`src/rtl/pac_pkg.sv`:
```
package pac_pkg;
    typedef enum logic [1:0] {
        ST_IDLE   = 2'd0,
        ST_SCALE  = 2'd1,
        ST_APPLY  = 2'd2,
        ST_REPORT = 2'd3
    } pac_state_e;
endpackage

```
`src/rtl/pac_fsm.sv`:
```
module pac_fsm
    import pac_pkg::*;
(
    input  logic clk,
    input  logic rst_n,
    input  logic load_i,
    output logic capture_en_o,
    output logic scale_en_o,
    output logic apply_en_o,
    output logic done_o
);
    pac_state_e state_q, state_d;
    logic       done_q;

    always_ff @(posedge clk) begin
        if (!rst_n) state_q <= ST_IDLE;
        else        state_q <= state_d;
    end

    always_comb begin
        state_d = state_q;
        unique case (state_q)
            ST_IDLE:   if (load_i) state_d = ST_SCALE;
            ST_SCALE:  state_d = ST_APPLY;
            ST_APPLY:  state_d = ST_REPORT;
            ST_REPORT: state_d = ST_IDLE;
            default:   state_d = ST_IDLE;
        endcase
    end

    always_comb begin
        capture_en_o = (state_q == ST_IDLE) && load_i;
        scale_en_o   = (state_q == ST_SCALE);
        apply_en_o   = (state_q == ST_APPLY);
    end

    always_ff @(posedge clk) begin
        if (!rst_n) done_q <= 1'b0;
        else        done_q <= (state_q == ST_REPORT);
    end
    assign done_o = done_q;

    AST_APPLY_THEN_REPORT: assert property (@(posedge clk) disable iff (!rst_n)
        (state_q == ST_APPLY) |=> (state_q == ST_REPORT));
    AST_BUSY_IGNORES_LOAD: assert property (@(posedge clk) disable iff (!rst_n)
        (state_q == ST_SCALE) |=> (state_q == ST_APPLY));
    AST_DONE_ONE_CYCLE: assert property (@(posedge clk) disable iff (!rst_n)
        done_q |=> !done_q);
endmodule

```
`src/rtl/pac_datapath.sv`:
```
module pac_datapath #(
    parameter int MEAS_W           = 8,
    parameter int STEPS_PER_PERIOD = 1000,
    parameter int CODE_W           = 11
) (
    input  logic                     clk,
    input  logic                     rst_n,
    input  logic                     capture_en_i,
    input  logic                     scale_en_i,
    input  logic                     apply_en_i,
    input  logic [MEAS_W-1:0]        local_meas_i,
    input  logic [MEAS_W-1:0]        ref_meas_i,
    input  logic signed [CODE_W-1:0] trim_i,
    output logic signed [CODE_W-1:0] code_o,
    output logic                     oor_o
);
    localparam int SUM_W = MEAS_W + CODE_W + 2;
    localparam logic signed [SUM_W-1:0]  LIM_P    = SUM_W'(STEPS_PER_PERIOD);
    localparam logic signed [SUM_W-1:0]  LIM_N    = -LIM_P;
    localparam logic signed [CODE_W-1:0] CODE_MAX = CODE_W'(STEPS_PER_PERIOD);
    localparam logic signed [CODE_W-1:0] CODE_MIN = -CODE_MAX;

    logic signed [MEAS_W:0]   diff_d, diff_q;
    logic signed [CODE_W-1:0] trim_q;
    logic signed [SUM_W-1:0]  diff_ext, trim_ext, sum_d, sum_q;
    logic signed [CODE_W-1:0] code_d, code_q;
    logic                     sat_d, oor_q;

    assign diff_d = $signed({1'b0, local_meas_i}) - $signed({1'b0, ref_meas_i});

    always_ff @(posedge clk) begin
        if (!rst_n) begin
            diff_q <= '0;
            trim_q <= '0;
        end else if (capture_en_i) begin
            diff_q <= diff_d;
            trim_q <= trim_i;
        end
    end

    assign diff_ext = {{(SUM_W-MEAS_W-1){diff_q[MEAS_W]}}, diff_q};
    assign trim_ext = {{(SUM_W-CODE_W){trim_q[CODE_W-1]}}, trim_q};
    assign sum_d    = diff_ext * LIM_P + trim_ext;

    always_ff @(posedge clk) begin
        if (!rst_n)          sum_q <= '0;
        else if (scale_en_i) sum_q <= sum_d;
    end

    always_comb begin
        if (sum_q > LIM_P) begin
            code_d = CODE_MAX;
            sat_d  = 1'b1;
        end else if (sum_q < LIM_N) begin
            code_d = CODE_MIN;
            sat_d  = 1'b1;
        end else begin
            code_d = sum_q[CODE_W-1:0];
            sat_d  = 1'b0;
        end
    end

    always_ff @(posedge clk) begin
        if (!rst_n) begin
            code_q <= '0;
            oor_q  <= 1'b0;
        end else if (apply_en_i) begin
            code_q <= code_d;
            oor_q  <= oor_q | sat_d;
        end
    end

    assign code_o = code_q;
    assign oor_o  = oor_q;

    AST_CODE_IN_RANGE: assert property (@(posedge clk) disable iff (!rst_n)
        (code_q <= CODE_MAX) && (code_q >= CODE_MIN));
    AST_CODE_HOLDS: assert property (@(posedge clk) disable iff (!rst_n)
        !apply_en_i |=> $stable(code_q));
    AST_FLAG_STICKY: assert property (@(posedge clk) disable iff (!rst_n)
        oor_q |=> oor_q);
    AST_FLAG_AT_LIMIT: assert property (@(posedge clk) disable iff (!rst_n)
        $rose(oor_q) |-> ((code_q == CODE_MAX) || (code_q == CODE_MIN)));
endmodule

```
`src/rtl/phase_align_ctrl.sv`:
```
module phase_align_ctrl #(
    parameter int MEAS_W           = 8,
    parameter int STEPS_PER_PERIOD = 1000,
    parameter int CODE_W           = $clog2(STEPS_PER_PERIOD + 1) + 1
) (
    input  logic                     clk,
    input  logic                     rst_n,
    input  logic                     load_i,
    input  logic [MEAS_W-1:0]        local_meas_i,
    input  logic [MEAS_W-1:0]        ref_meas_i,
    input  logic signed [CODE_W-1:0] trim_i,
    output logic signed [CODE_W-1:0] phase_code_o,
    output logic                     done_o,
    output logic                     out_of_range_o
);
    logic capture_en, scale_en, apply_en;

    pac_fsm i_fsm (
        .clk          (clk),
        .rst_n        (rst_n),
        .load_i       (load_i),
        .capture_en_o (capture_en),
        .scale_en_o   (scale_en),
        .apply_en_o   (apply_en),
        .done_o       (done_o)
    );

    pac_datapath #(
        .MEAS_W           (MEAS_W),
        .STEPS_PER_PERIOD (STEPS_PER_PERIOD),
        .CODE_W           (CODE_W)
    ) i_dp (
        .clk          (clk),
        .rst_n        (rst_n),
        .capture_en_i (capture_en),
        .scale_en_i   (scale_en),
        .apply_en_i   (apply_en),
        .local_meas_i (local_meas_i),
        .ref_meas_i   (ref_meas_i),
        .trim_i       (trim_i),
        .code_o       (phase_code_o),
        .oor_o        (out_of_range_o)
    );

    AST_DONE_AFTER_APPLY: assert property (@(posedge clk) disable iff (!rst_n)
        $rose(done_o) |-> $stable(phase_code_o));
endmodule

```
`config.mk`:
```
export PLATFORM = sky130hd
export DESIGN_NAME = phase_align_ctrl
export DESIGN_NICKNAME = d
export VERILOG_FILES = /design/src/rtl/pac_pkg.sv /design/src/rtl/pac_fsm.sv /design/src/rtl/pac_datapath.sv /design/src/rtl/phase_align_ctrl.sv
export SDC_FILE = /design/constraint.sdc
export NUM_CORES = 1
export LEC_CHECK = 0
export BUFFER_PORTS_ARGS = -buffer_cell sky130_fd_sc_hd__buf_4
export CAP_MARGIN = 20
export CELL_PAD_IN_SITES_DETAIL_PLACEMENT = 0
export CELL_PAD_IN_SITES_GLOBAL_PLACEMENT = 2
export CORE_MARGIN = 2
export CORE_UTILIZATION = 40
export DETAILED_ROUTE_END_ITERATION = 10
export PLACE_DENSITY_LB_ADDON = 0.1
export SLEW_MARGIN = 10
export SYNTH_ARGS = -nofsm -noshare
export SYNTH_HDL_FRONTEND = slang
export SYNTH_SLANG_ARGS = --single-unit
```
`constraint.sdc`:
```
create_clock -name clk -period 17.2 [get_ports clk]
set_input_delay 5.16 -clock clk [delete_from_list [all_inputs] [get_ports clk]]
set_output_delay 5.16 -clock clk [all_outputs]
set_load 0.1 [all_outputs]
```
==> key figures, run 1 <==
Clock tree
  • CTS buffer count: 5
  • Clock transition at the register clock pins on the worst setup and hold paths after CTS: ~0.070 ns
  • Later-pin clock latency in the skew report: 0.30 ns
  • Quantity of hold-fixing buffers added after cts: 0
  • Cts repair resizes: 0
  • Number of sinks handled by clock tree synthesis: 56
  • Clk buf depth: 2
  • CTS H-tree depth: 2
  • Post-CTS Repair Setup Buffers: 0
  • TritonCTS clock tree: yes
  • Cell chosen for the clock root: sky130_fd_sc_hd__clkbuf_16

Routing
  • Number of vias per cell after detailed routing: just over 5
  • Number of antenna-violating nets in the routed design: 0
  • Number of detailed-route iterations in the first pass: 6
  • Remaining routing DRC violations: 0
  • Routed WL: between 10000 and 15000 µm
  • Detailed router's first-iteration violation count: 200
  • Number of vias in the routed layout: roughly 4400
  • Mean routed wirelength per cell: between 10 and 15 µm

GRT
  • Vias in the first global route: ~4600
  • Global-route wire length before repair: between 20000 and 25000 µm
  • GRT Util Overall: between 10% and 20%
  • Pin count of the biggest net entering global routing: 41
  • Number of antenna violations at the first check in global routing: 0
  • GRT overflow: 0

Worst hold path
  • Kind of path behind the tightest hold check: reg -> reg
  • Hold depth: 2

Synthesis
  • Synth Area per Inst: 8.258 µm²
  • Netlist cell types: 57
  • Synthesized net count: a little under 800
  • Post-synthesis async set-or-reset flop share: 0%
  • Count of mapped cells out of synthesis: about 650
  • Sequential share of the synthesized area: 20.95%
  • EDFF count, synth: 0
  • Top_reg_cell synth: sky130_fd_sc_hd__dfxtp_1
  • Ys Warns: 0
  • Number of flip-flops and latches in the synthesized netlist: 56
  • Post-synthesis instance area: around 5400 µm²

Place
  • Hpwl dp: just under 10000 µm
  • Routability-driven placement congestion ratio: 0.8082
  • Number of instances in the placed design: 850
  • Worst slack after detailed placement: just under 10 ns
  • Port Buf Inserts: 42

Worst setup path
  • Required time worst endpoint: ~17 ns
  • Critical path endpoint category: flip-flop
  • Cell with the largest stage delay on the worst path: sky130_fd_sc_hd__clkinv_1
  • Launching element type of the critical path: input port
  • Cell-by-cell listing of the critical path: buf_4 -> clkinv_1 -> a2111oi_0 -> a311o_1
  • Arr. time, crit path: between 7 and 8 ns
  • Reg2Reg Depth: 19
  • Type of the worst setup path: in -> reg
  • Maximum cell stage delay along the critical path: between 0.8 and 0.9 ns
  • Worst Path Max Fanout: 40

Floorplan
  • Core area: about 13000 µm²
  • Vert. Die Dim: 119.7 µm
  • Total Die Area: between 10000 and 15000 µm²
  • Die boundary width: between 100 and 150 µm
  • Total number of placement rows: 42
  • Initial core utilization: 40.73%
  • Io pins: 43

STA
  • Post-route fraction of the period consumed by the critical path: 40.64%
  • Unrepaired setup endpoints after global routing: no
  • Number of slew-limit violations in the final report: 0
  • Max Clock Freq: approximately 140 MHz
  • TNS Setup: 0 ns
  • Worst hold margin: about 0.48 ns
  • Worst slew margin: around 39%
  • Setup clock skew after layout: around 0.0063 ns
  • Slack of the critical path: between 10 and 15 ns
  • Shortest period the worst path allows: 6.990 ns
  • Setup violations, final: 0
  • Least-Margin Pin Slew: a little over 0.9 ns
  • Total count of hold-check failures in the final report: 0

Flow run
  • Max cap viols: 0

Outcome
  • Run status: finished clean

Finish
  • Combined flip-flop and latch cell area: between 1000 and 1500 µm²
  • Total area of multi-input combinational cells: between 3000 and 4000 µm²
  • Filler Cells Inserted: 1303
  • Non-filler cells in the finished layout: between 800 and 900
  • Count of antenna diodes in the layout: 0
  • Layout cells sized above 1: between 9 and 10%
  • Post-layout nets: just over 800
  • Area growth from synthesis to final layout: 12.09%
## metrics by stage
stage	utilization, %	instance area, µm²
after floorplan	-	5351
after global placement	44.38	5831
after detailed placement	44.38	5831
after CTS	45.66	5998
after global routing	45.66	5998
final	45.66	5998
## cell type report
| class | count | share of cell area (%) |
|---|---|---|
| multi-input combinational | 464 | 62.52 |
| sequential | 56 | 18.69 |
| inverter | 111 | 6.946 |
| timing repair buffer | 43 | 5.382 |
| tap | 176 | 3.671 |
| clock buffer | 6 | 2.149 |
| clock inverter | 2 | 0.6466 |
## flip-flops by register name, indices dropped and copies added (netlist names)
name           flops
i_dp.oor_o         1
i_dp.diff_q        9
i_fsm.done_o       1
i_dp.code_o       11
i_fsm.state_q      2
i_dp.sum_q        21
i_dp.trim_q       11
## critical path, delay by kind of cell
kind | cells | cell delay [ns]
buffers and inverters | 2 | 1.20
AOI/OAI and AO/OA | 2 | 0.84
## path summary, 6_finish.rpt
check | slack (ns) | startpoint | endpoint
max | 10.21 | rst_n | i_dp.diff_q[6]
min | 0.48 | i_dp.trim_q[2] | i_dp.trim_q[2]
min reg2reg | 0.48 | i_dp.trim_q[2] | i_dp.trim_q[2]
max reg2reg | 11.05 | i_dp.diff_q[6] | i_dp.sum_q[17]
## cells in the final DEF, fill, tap and decap left out, types with 5 or more instances in the layout
cell type / netlist / layout
sky130_fd_sc_hd__a211oi_1: 15 / 15
sky130_fd_sc_hd__a21o_1: 7 / 7
sky130_fd_sc_hd__a21oi_1: 38 / 38
sky130_fd_sc_hd__a31oi_1: 5 / 5
sky130_fd_sc_hd__and2_1: 8 / 8
sky130_fd_sc_hd__buf_4: 0 / 43
sky130_fd_sc_hd__clkbuf_16: 0 / 5
sky130_fd_sc_hd__dfxtp_1: 56 / 56
sky130_fd_sc_hd__fa_1: 33 / 33
sky130_fd_sc_hd__ha_1: 73 / 73
sky130_fd_sc_hd__inv_1: 110 / 110
sky130_fd_sc_hd__mux2i_1: 10 / 10
sky130_fd_sc_hd__nand2_1: 46 / 46
sky130_fd_sc_hd__nand2b_1: 10 / 10
sky130_fd_sc_hd__nand3_1: 16 / 16
sky130_fd_sc_hd__nand3b_1: 13 / 13
sky130_fd_sc_hd__nand4_1: 8 / 8
sky130_fd_sc_hd__nor2_1: 43 / 43
sky130_fd_sc_hd__nor3_1: 7 / 7
sky130_fd_sc_hd__nor4_1: 5 / 5
sky130_fd_sc_hd__o211ai_1: 9 / 9
sky130_fd_sc_hd__o21a_1: 9 / 9
sky130_fd_sc_hd__o21ai_0: 31 / 31
sky130_fd_sc_hd__or4_1: 6 / 6
sky130_fd_sc_hd__xnor2_1: 11 / 11
sky130_fd_sc_hd__xor2_1: 7 / 7
## metal layers
| layer | vias to the layer above | part of all wire, % | GRT usage, % |
|---|---|---|---|
| met5 | - | 0 | 0 |
| met4 | 0 | 1.5 | 4.706 |
| met3 | 13 | 2.6 | 2.519 |
| met2 | 52 | 47 | 31.14 |
| met1 | 2094 | 48 | 24.55 |
| li1 | 2289 | - | - |
## cells in the mapped netlist (10+ instances only)
| cell | n | area share, % |
|---|---|---|
| sky130_fd_sc_hd__a211oi_1 | 15 | 2.1 |
| sky130_fd_sc_hd__a21oi_1 | 38 | 3.6 |
| sky130_fd_sc_hd__clkbuf_1 | 17 | 1.2 |
| sky130_fd_sc_hd__dfxtp_1 | 56 | 21 |
| sky130_fd_sc_hd__fa_1 | 33 | 12 |
| sky130_fd_sc_hd__ha_1 | 73 | 17 |
| sky130_fd_sc_hd__inv_1 | 110 | 7.7 |
| sky130_fd_sc_hd__mux2i_1 | 10 | 1.9 |
| sky130_fd_sc_hd__nand2_1 | 46 | 3.2 |
| sky130_fd_sc_hd__nand2b_1 | 10 | 1.2 |
| sky130_fd_sc_hd__nand3_1 | 16 | 1.5 |
| sky130_fd_sc_hd__nand3b_1 | 13 | 1.8 |
| sky130_fd_sc_hd__nor2_1 | 43 | 3.0 |
| sky130_fd_sc_hd__o21ai_0 | 31 | 2.9 |
| sky130_fd_sc_hd__xnor2_1 | 11 | 1.8 |
## cell families after synthesis
family          synth area share, %
compound gates                18.14
xor+xnor                      2.946
fa+ha+maj                     29.41
buf+inv                       8.978
flops                         20.95
mux                           2.081
simple gates                  17.49
Power of run 1 is not shown: default switching activity piles up to over one toggle a cycle in this logic, so the estimate is an artifact.
==> inputs of run 2 (changes only) <==
- CORE_UTILIZATION: 40 -> 37
- clock period: 17.2 -> 6.8 ns (I/O delays scaled with it)
==> run 2 against run 1 <==
  * Register-to-register slack lost 10 ns
  * Clock skew shrank 0.0031 ns
  * Sequential share of layout area is the same
  * Global-route usage shrank 2.8 points
  * Sequential cell count is the same
  * Core utilization shrank 2.8 points
  * Non-clock buffer count grew 2
  * Wire length shrank 0.78%
  * Critical endpoint is now i_dp.sum_q[17]
==> key figures, run 2 (synthesized netlist as in run 1, its figures left out) <==
Outcome
  • Run status: finished clean (unchanged)

Routing
  • Detailed router's first-iteration violation count: 173 (was 200)
  • Number of vias per cell after detailed routing: 5.042 (was 5.184)
  • Met3 WL post-DR: 261 µm (was 309 µm)
  • Met2 Wirelength: 5308 µm (was 5685 µm)
  • Number of detailed-route iterations in the first pass: 4 (was 6)
  • Remaining routing DRC violations: 0 (unchanged)
  • Wire length the detailed router placed on met1: 6227 µm (was 5818 µm)
  • Number of vias in the routed layout: 4356 (was 4448)
  • Mean routed wirelength per cell: 13.78 µm (was 13.98 µm)
  • Routed WL: 11910 µm (was 12000 µm)
  • Max layer used: met4 (unchanged)
  • Number of antenna-violating nets in the routed design: 0 (unchanged)

Clock tree
  • CTS buffer count: 5 (unchanged)
  • Later-pin clock latency in the skew report: 0.30 ns (about the same)
  • Post-CTS Repair Setup Buffers: 0 (unchanged)
  • CTS H-tree depth: 2 (unchanged)
  • Number of sinks handled by clock tree synthesis: 56 (unchanged)
  • Quantity of hold-fixing buffers added after cts: 0 (unchanged)
  • Clock transition at the register clock pins on the worst setup and hold paths after CTS: 0.07 ns (about the same)
  • Cell chosen for the clock root: sky130_fd_sc_hd__clkbuf_16 (unchanged)
  • Cts repair resizes: 0 (unchanged)
  • TritonCTS clock tree: yes (unchanged)
  • Clk buf depth: 2 (unchanged)

STA
  • TNS Setup: 0 ns (unchanged)
  • Max Clock Freq: between 150 and 200 MHz
  • Setup clock skew after layout: 0.003190 ns (was 0.006340 ns)
  • Total count of hold-check failures in the final report: 0 (unchanged)
  • Worst hold margin: 0.4626 ns (was 0.4787 ns)
  • Unrepaired setup endpoints after global routing: no (unchanged)
  • Post-route fraction of the period consumed by the critical path: between 80 and 90%
  • Setup violations, final: 0 (unchanged)
  • Least-Margin Pin Slew: 0.7268 ns (was 0.9160 ns)
  • Number of slew-limit violations in the final report: 0 (unchanged)
  • Shortest period the worst path allows: ~5.9 ns
  • Worst slew margin: 51.43% (was 38.56%)

Finish
  • Layout cells sized above 1: 9.503% (was 9.091%)
  • Total area of multi-input combinational cells: 3750 µm² (unchanged)
  • Number of flip-flops in the largest register: 21 (unchanged)
  • Register with the highest flop count: i_dp.sum_q (unchanged)
  • Combined flip-flop and latch cell area: 1121 µm² (unchanged)
  • Commonest non-fill, non-tap cell in the layout: sky130_fd_sc_hd__inv_1 (unchanged)
  • Count of antenna diodes in the layout: 0 (unchanged)
  • Post-layout nets: 819 (was 817)
  • Area growth from synthesis to final layout: 12.09% (unchanged)
  • Filler Cells Inserted: 1453 (was 1303)
  • Highest-count cells in the layout ignoring fill and taps: sky130_fd_sc_hd__inv_1, sky130_fd_sc_hd__ha_1, sky130_fd_sc_hd__dfxtp_1, sky130_fd_sc_hd__nand2_1, sky130_fd_sc_hd__buf_4 (was sky130_fd_sc_hd__inv_1, sky130_fd_sc_hd__ha_1, sky130_fd_sc_hd__dfxtp_1, sky130_fd_sc_hd__nand2_1)

GRT
  • Pin count of the biggest net entering global routing: 41 (unchanged)
  • Global-route wire length before repair: 20470 µm (was 21570 µm)
  • GRT Util Overall: 15.56% (was 18.33%)
  • Vias in the first global route: 4347 (was 4572)
  • GRT overflow: 0 (unchanged)
  • Number of antenna violations at the first check in global routing: 0 (unchanged)

Floorplan
  • Die boundary width: 124.3 µm (was 119.7 µm)
  • Total number of placement rows: 43 (was 42)
  • Vert. Die Dim: 124.3 µm (was 119.7 µm)
  • Initial core utilization: 38.26% (was 40.73%)
  • Io pins: 43 (unchanged)
  • Core area: 13990 µm² (was 13140 µm²)
  • Total Die Area: 15440 µm² (was 14320 µm²)

Worst hold path
  • Hold depth: 2 (unchanged)
  • Kind of path behind the tightest hold check: reg -> reg (unchanged)

Worst setup path
  • R2R setup slack: 0.94 ns (was 11.05 ns)
  • Required time worst endpoint: 7.04 ns (was 17.45 ns)
  • Worst Path Max Fanout: 7 (was 40)
  • Critical path endpoint category: flip-flop (unchanged)
  • Arr. time, crit path: 6.10 ns (was 7.24 ns)
  • Reg2Reg Depth: 19 (unchanged)
  • Launching element type of the critical path: flip-flop (was input port)
  • Type of the worst setup path: reg -> reg (was in -> reg)

Place
  • Port Buf Inserts: 42 (unchanged)
  • Routability-driven placement congestion ratio: 0.8265 (was 0.8082)
  • Hpwl dp: 9752 µm (was 9796 µm)

Flow run
  • Max cap viols: 0 (unchanged)
-- run 2: changes by cell type in the layout (fill, tap and decap cells not counted), sizes merged --
cell	previous run	this run
buf	43	45
clkinv	1	3
bufinv	1	0
clkbuf	6	5
-- run 2: path summary, 6_finish.rpt --
| check | from | end |
|---|---|---|
| min reg2reg | i_dp.trim_q[2] | i_dp.trim_q[2] |
| max reg2reg | i_dp.diff_q[4] | i_dp.sum_q[17] |
| min | i_dp.trim_q[2] | i_dp.trim_q[2] |
| max | i_dp.diff_q[4] | i_dp.sum_q[17] |
-- run 2: layer usage --
| metal | track usage, % | up-vias |
|---|---|---|
| met5 | 0 | - |
| met4 | 2.974 | 0 |
| met3 | 2.148 | 10 |
| met2 | 25.14 | 58 |
| met1 | 22.32 | 1984 |
| li1 | - | 2304 |
-- run 2: area by class of cell --
class,instances,area share (%)
clock inverter,3,0.3755
clock buffer,5,2.086
tap,180,3.755
timing repair buffer,45,5.632
multi-input combinational,464,62.52
inverter,111,6.946
sequential,56,18.69
-- run 2: critical path, stage by stage (launching register included) --
cell	delay (ns)
sky130_fd_sc_hd__dfxtp_1	0.44
sky130_fd_sc_hd__inv_1	0.15
sky130_fd_sc_hd__fa_1	0.51
sky130_fd_sc_hd__fa_1	0.49
sky130_fd_sc_hd__inv_1	0.05
sky130_fd_sc_hd__fa_1	0.52
sky130_fd_sc_hd__inv_1	0.05
sky130_fd_sc_hd__fa_1	0.53
sky130_fd_sc_hd__inv_1	0.04
sky130_fd_sc_hd__ha_1	0.24
sky130_fd_sc_hd__or4b_2	0.74
sky130_fd_sc_hd__a21oi_1	0.25
sky130_fd_sc_hd__o21ai_0	0.14
sky130_fd_sc_hd__xor2_1	0.16
sky130_fd_sc_hd__ha_1	0.42
sky130_fd_sc_hd__nand3_1	0.17
sky130_fd_sc_hd__a211oi_1	0.22
sky130_fd_sc_hd__o21ai_0	0.16
sky130_fd_sc_hd__a2111o_1	0.43
sky130_fd_sc_hd__nand3_1	0.08
-- run 2: through the flow --
stage,area (µm²),cells,setup WS [ns],utilization (%)
3_5_place_dp,5851,856,0.9636,41.82
2_1_floorplan,5351,648,1.357,-
5_1_grt,5998,864,0.5969,42.88
3_3_place_gp,5851,856,1.045,41.82
4_1_cts,5998,864,0.9325,42.88
6_report,5998,864,0.9384,42.88
Power of run 2 is left out for the same reason.
